### src/rtl/tx_fmt_pkg.sv
// Shared framing types and the format-code decoder for the serial transmitter.
// Assumes a 3-bit code; every code value is defined, so no value is illegal.
package tx_fmt_pkg;

    typedef struct packed {
        logic full_width;   // 1: all data bits, 0: one bit fewer
        logic par_en;       // parity bit present
        logic par_odd;      // 1: odd parity, 0: even parity
        logic two_stop;     // 1: two stop bits
    } tx_fmt_t;

    // Map the framing code to its fields
    function automatic tx_fmt_t decode_fmt(input logic [2:0] code);
        tx_fmt_t f;
        case (code)
            3'd0:    f = '{1'b0, 1'b1, 1'b0, 1'b1};
            3'd1:    f = '{1'b0, 1'b1, 1'b1, 1'b1};
            3'd2:    f = '{1'b0, 1'b1, 1'b0, 1'b0};
            3'd3:    f = '{1'b0, 1'b1, 1'b1, 1'b0};
            3'd4:    f = '{1'b1, 1'b0, 1'b0, 1'b1};
            3'd5:    f = '{1'b1, 1'b0, 1'b0, 1'b0};
            3'd6:    f = '{1'b1, 1'b1, 1'b0, 1'b0};
            default: f = '{1'b1, 1'b1, 1'b1, 1'b0};
        endcase
        return f;
    endfunction

endpackage

### src/rtl/tx_hold_reg.sv
// Holding register with its full flag.
// A write always lands here, even when full (it replaces the waiting byte).
// A take empties it unless a write arrives in the same cycle.
module tx_hold_reg #(
    parameter int DATA_W = 8
) (
    input  logic              clk,
    input  logic              rst_n,
    input  logic              wr_en,
    input  logic [DATA_W-1:0] wr_data,
    input  logic              take,
    output logic [DATA_W-1:0] hold_data,
    output logic              full
);

    // Capture written data and track occupancy
    always_ff @(posedge clk) begin
        if (!rst_n) begin
            hold_data <= '0;
            full      <= 1'b0;
        end else begin
            if (wr_en) hold_data <= wr_data;
            if (wr_en)      full <= 1'b1;
            else if (take)  full <= 1'b0;
        end
    end

    // A take only removes a byte that is present
    p_take_needs_byte_r6: assert property (@(posedge clk) disable iff (!rst_n)
        take |-> full);

    // A take with no new write leaves the register free
    p_take_frees_r6: assert property (@(posedge clk) disable iff (!rst_n)
        (take && !wr_en) |=> !full);

    // A write always leaves the register occupied
    p_write_fills_r5: assert property (@(posedge clk) disable iff (!rst_n)
        wr_en |=> (full && hold_data == $past(wr_data)));

endmodule

### src/rtl/tx_frame_build.sv
// Combinational frame builder: start bit, data LSB first, optional parity,
// then stop bits, packed so that bit 0 is sent first. Unused upper bits are 1.
// Also gives the index of the last bit of the frame.
module tx_frame_build
    import tx_fmt_pkg::*;
#(
    parameter int DATA_W  = 8,
    parameter int FRAME_W = DATA_W + 4,
    parameter int CNT_W   = $clog2(FRAME_W)
) (
    input  logic [2:0]        fmt,
    input  logic [DATA_W-1:0] data,
    output logic [FRAME_W-1:0] frame,
    output logic [CNT_W-1:0]   last_idx
);

    tx_fmt_t            f;
    logic [DATA_W-1:0]  mask;
    logic               par_bit;
    int                 nbits;

    // Decode the format and work out the parity over the sent data bits
    always_comb begin
        f       = decode_fmt(fmt);
        nbits   = f.full_width ? DATA_W : DATA_W - 1;
        mask    = f.full_width ? {DATA_W{1'b1}} : {1'b0, {(DATA_W-1){1'b1}}};
        par_bit = (^(data & mask)) ^ f.par_odd;
    end

    // Place start, data, parity and stop bits
    always_comb begin
        frame    = '1;
        frame[0] = 1'b0;
        for (int i = 0; i < DATA_W; i++) begin
            if (i < nbits) frame[i+1] = data[i];
        end
        if (f.par_en) frame[nbits+1] = par_bit;
        last_idx = CNT_W'(nbits + int'(f.par_en) + (f.two_stop ? 2 : 1));
    end

endmodule

### src/rtl/tx_shifter.sv
// Output shift register and bit counter, stepped by the bit-rate enable.
// On a tick it either starts a frame (when idle or on the last bit, with
// 'ready' high) or shifts one bit out. A running frame ignores 'ready'.
module tx_shifter #(
    parameter int FRAME_W = 12,
    parameter int CNT_W   = $clog2(FRAME_W)
) (
    input  logic               clk,
    input  logic               rst_n,
    input  logic               bit_tick,
    input  logic               ready,
    input  logic [FRAME_W-1:0] frame,
    input  logic [CNT_W-1:0]   last_idx,
    output logic               take,
    output logic               busy,
    output logic               txd
);

    logic [FRAME_W-1:0] sh;
    logic [CNT_W-1:0]   cnt;
    logic               at_end;

    // Decide whether this tick starts a new frame
    always_comb begin
        at_end = busy && (cnt == '0);
        take   = bit_tick && (!busy || at_end) && ready;
    end

    // Load, shift and end frames on bit ticks
    always_ff @(posedge clk) begin
        if (!rst_n) begin
            sh   <= '1;
            cnt  <= '0;
            busy <= 1'b0;
        end else if (bit_tick) begin
            if (take) begin
                sh   <= frame;
                cnt  <= last_idx;
                busy <= 1'b1;
            end else if (at_end) begin
                sh   <= '1;
                busy <= 1'b0;
            end else if (busy) begin
                sh  <= {1'b1, sh[FRAME_W-1:1]};
                cnt <= cnt - 1'b1;
            end
        end
    end

    assign txd = sh[0];

    // Idle line is high
    p_idle_high_r2: assert property (@(posedge clk) disable iff (!rst_n)
        !busy |-> txd);

    // Every frame begins with a low start bit
    p_start_low_r2: assert property (@(posedge clk) disable iff (!rst_n)
        take |=> !txd);

    // The line only moves on a tick
    p_hold_bit_r2: assert property (@(posedge clk) disable iff (!rst_n)
        !bit_tick |=> $stable(txd));

    // A running frame, not on its last bit, keeps going regardless of ready
    p_finish_frame_r9: assert property (@(posedge clk) disable iff (!rst_n)
        (busy && cnt != '0) |=> busy);

endmodule

### src/rtl/serial_tx_queue.sv
// Double-buffered asynchronous serial transmitter.
// A holding register feeds a frame builder and an output shifter. A byte moves
// across when the shifter is free (or on its last bit) and cts is high.
// Assumes bit_tick is a one-cycle pulse from an external baud generator.
module serial_tx_queue #(
    parameter int DATA_W = 8
) (
    input  logic              clk,
    input  logic              rst_n,
    input  logic              bit_tick,
    input  logic              wr_en,
    input  logic [DATA_W-1:0] wr_data,
    input  logic [2:0]        fmt,
    input  logic              cts,
    output logic              txd,
    output logic              hold_empty
);

    localparam int FRAME_W = DATA_W + 4;
    localparam int CNT_W   = $clog2(FRAME_W);

    logic [DATA_W-1:0]  hold_data;
    logic               full;
    logic               take;
    logic               busy;
    logic [FRAME_W-1:0] frame;
    logic [CNT_W-1:0]   last_idx;

    tx_hold_reg #(.DATA_W(DATA_W)) u_hold (
        .clk      (clk),
        .rst_n    (rst_n),
        .wr_en    (wr_en),
        .wr_data  (wr_data),
        .take     (take),
        .hold_data(hold_data),
        .full     (full)
    );

    tx_frame_build #(.DATA_W(DATA_W), .FRAME_W(FRAME_W), .CNT_W(CNT_W)) u_build (
        .fmt     (fmt),
        .data    (hold_data),
        .frame   (frame),
        .last_idx(last_idx)
    );

    tx_shifter #(.FRAME_W(FRAME_W), .CNT_W(CNT_W)) u_shift (
        .clk     (clk),
        .rst_n   (rst_n),
        .bit_tick(bit_tick),
        .ready   (full && cts),
        .frame   (frame),
        .last_idx(last_idx),
        .take    (take),
        .busy    (busy),
        .txd     (txd)
    );

    assign hold_empty = !full;

    // A new character never starts while cts is low
    p_cts_gate_r8: assert property (@(posedge clk) disable iff (!rst_n)
        take |-> cts);

    // Hold and empty flag agree with a queued byte staying put under cts low
    p_queue_kept_r8: assert property (@(posedge clk) disable iff (!rst_n)
        (!hold_empty && !cts && !wr_en) |=> !hold_empty);

endmodule

### config.mk
export PLATFORM = sky130hd
export DESIGN_NAME = serial_tx_queue
export DESIGN_NICKNAME = d
export VERILOG_FILES = /design/src/rtl/tx_fmt_pkg.sv /design/src/rtl/tx_hold_reg.sv /design/src/rtl/tx_frame_build.sv /design/src/rtl/tx_shifter.sv /design/src/rtl/serial_tx_queue.sv
export SDC_FILE = /design/constraint.sdc
export NUM_CORES = 1
export LEC_CHECK = 0
export BUFFER_PORTS_ARGS = -buffer_cell sky130_fd_sc_hd__buf_2
export CORE_ASPECT_RATIO = 0.6
export CORE_MARGIN = 2
export CORE_UTILIZATION = 51
export CTS_CLUSTER_DIAMETER = 120
export CTS_CLUSTER_SIZE = 25
export DETAILED_ROUTE_END_ITERATION = 12
export MAX_ROUTING_LAYER = met4
export PLACE_DENSITY = 0.75
export SYNTH_ARGS = -nofsm -noshare
export SYNTH_HDL_FRONTEND = slang
export SYNTH_HIERARCHICAL = 1
export SYNTH_SLANG_ARGS = --single-unit
export TNS_END_PERCENT = 100
### constraint.sdc
create_clock -name clk -period 1.8 [get_ports clk]
set_clock_uncertainty 0.15 [all_clocks]
set_input_delay 0.36 -clock clk [delete_from_list [all_inputs] [get_ports clk]]
set_output_delay 0.36 -clock clk [all_outputs]
set_load 0.1 [all_outputs]
* After elaboration in Yosys (flattened, before gate mapping)
Index checks and enable logic that the tools add are counted.
Word-level totals: flip-flop bits (word level) 26, bits in latches 0, memory bits (writable) 0, memory bits (read-only) 0, input bits 16, output and inout bits 2, word-level logic and storage cells 72, memories kept 0
Operators by class: add/subtract/negate cells 4, multiply operators 0, divide/modulo/power cells 0, order comparisons 10, equal/unequal tests 7, shifts and indexed selects 0, mux-type cells 26, bitwise gates (word level) 2, reductions and logical operators 18
Operators by type and width (count):
- $lt 4x32->1 const A | 4
- $lt 3x32->1 const A | 2
- $mux 12 | 4
- $add 32x2->32 const B | 1
- $ge 32x1->1 const B | 1
- $lt 1x32->1 const A | 1
- $lt 2x32->1 const A | 1
- $lt 32x6->1 const B | 1
- $pmux 4 s7 | 1
- $mux 4 | 4
- $mux 1 | 13
- $bwmux 12 | 1
- $eq 3x3->1 const B | 3
- $and 8x8->8 | 1
- $mux 8 | 1
- $reduce_xor 8->1 | 1
- $eq 3x2->1 const B | 2
- $reduce_bool 2->1 | 3
- $logic_and 1x1->1 | 5
- $add 4x2->4 | 1
- $add 4x4->4 | 1
- $demux 1 s4 | 1
- $logic_not 4->1 | 1
- $reduce_and 2->1 | 2
- 10 further kinds | 11

* Depth between registers and ports, before layout
depth in word-level cells 11, gate-level depth with buffers 8, depth with buffers taken out 6

* Hierarchy
Netlist, hierarchy kept.
Modules (own cells, without submodules):
- tx_shifter | instances 1, cells an instance 87, area each 832.0 um^2, seq. area each 340.3 um^2
- tx_hold_reg | instances 1, cells an instance 28, area each 335.3 um^2, seq. area each 180.2 um^2
- tx_frame_build | instances 1, cells an instance 29, area each 209.0 um^2, seq. area each 0.0 um^2
- serial_tx_queue | instances 1, cells an instance 2, area each 10.0 um^2, seq. area each 0.0 um^2

* Worst setup path before layout
OpenSTA, ideal clock, no wires.
path type register to register, start point reg u_shift.cnt[0], end point reg u_shift.sh[1], library setup time 0.133 ns, data arrival time 1.546 ns, data required time 1.517 ns, path slack -0.029 ns, stages on the path, launching flop included 9, path buffers 2, clock period less this slack 1.829 ns, cells stage by stage dfxtp_1 -> inv_1 -> ha_1 -> or3b_1 -> buf_6 -> a21oi_4 -> nand2_2 -> buf_6 -> a2bb2oi_1
On the way: cells in the longest elaborated chain, start to end 7
RTL lines:
- start, declared | line tx_shifter.sv:20 | logic [CNT_W-1:0] cnt;
- start signal, assigned | line tx_shifter.sv:38 | cnt <= last_idx;
- start signal, assigned | line tx_shifter.sv:45 | cnt <= cnt - 1'b1;
- $logic_not 4->1 (*) | line tx_shifter.sv:25 | at_end = busy && (cnt == '0);
- $logic_and 1x1->1 (*) | line tx_shifter.sv:25
- $logic_or 1x1->1 (*) | line tx_shifter.sv:26 | take = bit_tick && (!busy || at_end) && ready;
- $logic_and 1x1->1 (*) (2 in series) | line tx_shifter.sv:26
- net take | line serial_tx_queue.sv:24 | logic take;
- $reduce_bool 3->1 (no line)
- $reduce_and 2->1 (no line)
- end signal, assigned | line tx_shifter.sv:37 | sh <= frame;
- end signal, assigned | line tx_shifter.sv:44 | sh <= {1'b1, sh[FRAME_W-1:1]};
- end, declared | line tx_shifter.sv:19 | logic [FRAME_W-1:0] sh;
Mark *: on every way through the listed nets, which the timed path passes. The rest lies on a longest branch. A chain may end at the register's enable or synchronous reset.

* Worst setup path in the final report
start point reg u_shift.cnt[1], end point reg u_shift.cnt[3]
On the way: cells in the longest elaborated chain, start to end 7
RTL lines (line):
- $logic_not 4->1 (*) | tx_shifter.sv:25
- $logic_and 1x1->1 (*) | tx_shifter.sv:25
- $logic_or 1x1->1 (*) | tx_shifter.sv:26
- $logic_and 1x1->1 (*) (2 in series) | tx_shifter.sv:26
- net take | serial_tx_queue.sv:24
- $ne 2x2->1 (no line) / $reduce_bool 2->1 (equally long branches)
- $reduce_and 3->1 (no line)
Mark *: on every way through the listed nets, which the timed path passes. The rest lies on a longest branch. The select of a mux whose other input is x is not followed.

==> flow_summary.ini <==
[logic_synthesis]
async_flop_share_pct = 0
yosysWarnings = 6
synthTopCellsByCount = dfxtp_1, buf_4, a2bb2oi_1, nor2b_1, o22ai_1
postSynthAreaPerCell_um2 = 9.50
synth.distinct_cells = 35
ys_top_cells_by_area = dfxtp_1, a2bb2oi_1, mux2i_1
syn_inst = 146
synth_edf_count = 0
ys_seq_elements = 26
synth_area_leader_cell = dfxtp_1
synth_most_common_cell = dfxtp_1
ys_seq_area_share_pct = 37.5
post-synth-top-area-fraction_pct = 37.5
ys.flop_type = dfxtp_1
netlist_area_um2 = 1390

[placement]
preCtsSetupSlack_ns = -0.0877
dp_hpwl_um = 2250
port-buffer-count = 17
gp_congestion = 0.837

[grt]
grt_max_degree = 29
grt_pass1_vias = 1053
grt_pass1_wl_um = 5110
grt-ovfl-total = 0
grtUsageTotal_pct = 22.1
antenna_found_initial = 0

[cells_and_area]
syn_to_final_growth_pct = 12.9
num-nets-final = 180
nFillCells = 203
final_util_pct = 61.6
n_antenna_cell = 0
drive_gt1_share_pct = 28.0

[clock_network]
clockRootBuffer = clkbuf_8
cts_tree = built
cts.htree.levels = 1
path_clk_slew_ns = 0.10
hold_buffers = 0
cts_buffers = 3
cts_buffer_depth = 2
cts_sinks = 26
insertion_delay_ns = 0.28

[setup_path]
startpoint = u_shift/cnt[1]
cpPeakStageDelay_ns = 0.41
rrSetupSlack_ns = 0.007
crit_chain = inv_2 > ha_4 > or3b_4 > a21oi_4 > buf_6 > o2bb2ai_2 > a32o_1
critPathKind = reg2reg
crit_slowest_cell = or3b_4
critPathArrivalTime_ns = 1.87
crit_fanout = 5
timing.critical_path.max_delay_family = compound AO/OA/AOI/OAI gates
cp_num_buf_inv = 2
worst_setup_path_end_kind = register
rr_startpoint = u_shift/cnt[1]
cp-start-kind = register
cp_num_cells = 7
rr_endpoint = u_shift/cnt[3]
cp.required_ns = 1.87
rr_worst_depth = 7
crit_path_end = u_shift/cnt[3]

[detailed_routing]
first_iter_violations = 70
drtAntennaViolNets = 0
wire_per_inst_um = 16.8
first_pass_iters = 4
drc = 0
vias_per_cell = 5.77
vias = 1114
drt_wl_total_um = 3250

[power]
irDropWorstVdd_uv = 500
p_per_area_nw_per_um2 = 875
total_power_mw = 1.37
leakagePower_nw = 0.678

[run]
cap_violations = 0

[sta]
min_period_over_period_pct = 99.6
fin_crit_ns = 1.79
fmax_mhz = 558
setup_viol = 0
fin_ws_ns = 0.00663
maxSlewViolCount = 0
tightest_slew_ns = 0.506
grt_setup_unrepaired = yes
relSlewSlack_pct = 66.3
finalHoldViolations = 0

[worst_hold_path]
worstHoldPathType = in2reg

[status]
run_status = complete, no violations

[floorplanning]
die_x_um = 71.3
row_count = 14
io_pins = 18
die_y_um = 44.4
die-area_um2 = 3170
start_util_pct = 54.6
coreArea_um2 = 2540
## worst register-to-register path: stages (launching register included)
cell and delay, ns:
dfxtp_2 0.33, inv_2 0.07, ha_4 0.13, or3b_4 0.41
a21oi_4 0.26, buf_6 0.15, o2bb2ai_2 0.09, a32o_1 0.15
## through the flow
stage	cells	hold slack, ns	setup TNS (ns)	instance area (µm²)
global placement	185	0.356	0	1430
global route	193	0.221	-0.259	1570
CTS	189	0.183	0	1520
floorplan	149	0.328	0	1400
finish	193	0.187	0	1570
detailed placement	185	0.353	-0.904	1430
## report_power, final
part / total, mW / switching [mW] / internal, mW
Clock: 0.492 / 0.194 / 0.298
Sequential: 0.630 / 0.0269 / 0.603
Combinational: 0.248 / 0.127 / 0.121
## layer usage
metal	up-vias	global-route usage (%)	wire, µm
met5	-	-	0
met4	0	5.66	38
met3	6	6.61	218
met2	48	35.6	1540
met1	525	27.5	1450
li1	535	-	-
## flip-flops by register name, summed over array words and instances, names as in the netlist
name              flops
u_hold/full           1
u_hold/hold_data      8
u_shift/busy          1
u_shift/cnt           4
u_shift/sh           12
## cells by family (layout without fill, tap and decap cells)
logic type,after synthesis,after routing,share of synthesized area [%]
simple gates,30,31,12.5
other cells,2,5,0.542
compound gates,43,43,23.2
buf+inv,25,36,11.9
mux,11,11,8.12
xor+xnor,7,7,4.42
fa+ha+maj,2,2,1.80
flops,26,26,37.5
## worst min-delay path by stage
stage / startpoint / to / slack [ns] / cells after the start
floorplan: rst_n / u_hold/full / 0.33 / 1
global placement: u_shift/sh[11] / u_shift/sh[11] / 0.36 / 2
detailed placement: u_shift/sh[11] / u_shift/sh[11] / 0.35 / 2
CTS: wr_data[4] / u_hold/hold_data[4] / 0.18 / 3
global route: wr_data[4] / u_hold/hold_data[4] / 0.22 / 3
finish: wr_data[4] / u_hold/hold_data[4] / 0.19 / 3
## cells in the final DEF (no fill, tap or decap), types with 2 or more instances in the layout
| master | n |
|---|---|
| inv_2 | 2 |
| mux2i_1 | 9 |
| nand2b_1 | 5 |
| inv_1 | 3 |
| nand2_1 | 4 |
| o21ai_0 | 4 |
| a2bb2oi_1 | 11 |
| o22ai_1 | 11 |
| nor2_1 | 4 |
| conb_1 | 5 |
| a32o_1 | 2 |
| dfxtp_1 | 24 |
| mux2_2 | 2 |
| dfxtp_2 | 2 |
| clkbuf_8 | 3 |
| xnor2_1 | 6 |
| nor2b_1 | 11 |
| a21oi_1 | 4 |
| buf_6 | 2 |
| buf_2 | 17 |
| buf_4 | 8 |
| a21boi_0 | 2 |
## cell type report
class                   instances  area, µm²  area share [%]
multi-input cells              99        744            47.6
flip-flops and latches         26        523            33.4
repair buffers                 27        168            10.7
clock buffers                   3       41.3            2.64
well taps                      32       40.0            2.56
clock inverters                 1       30.0            1.92
inverters                       5       18.8            1.20
## what timing repair did
item	in CTS	in global routing
gates resized for setup	6	4
setup endpoints to repair	14	13
endpoints found under the hold margin	0	0
pin swaps	2	3
cloned	0	1
setup buffers	0	3
Power figures use the tool's default switching activity.
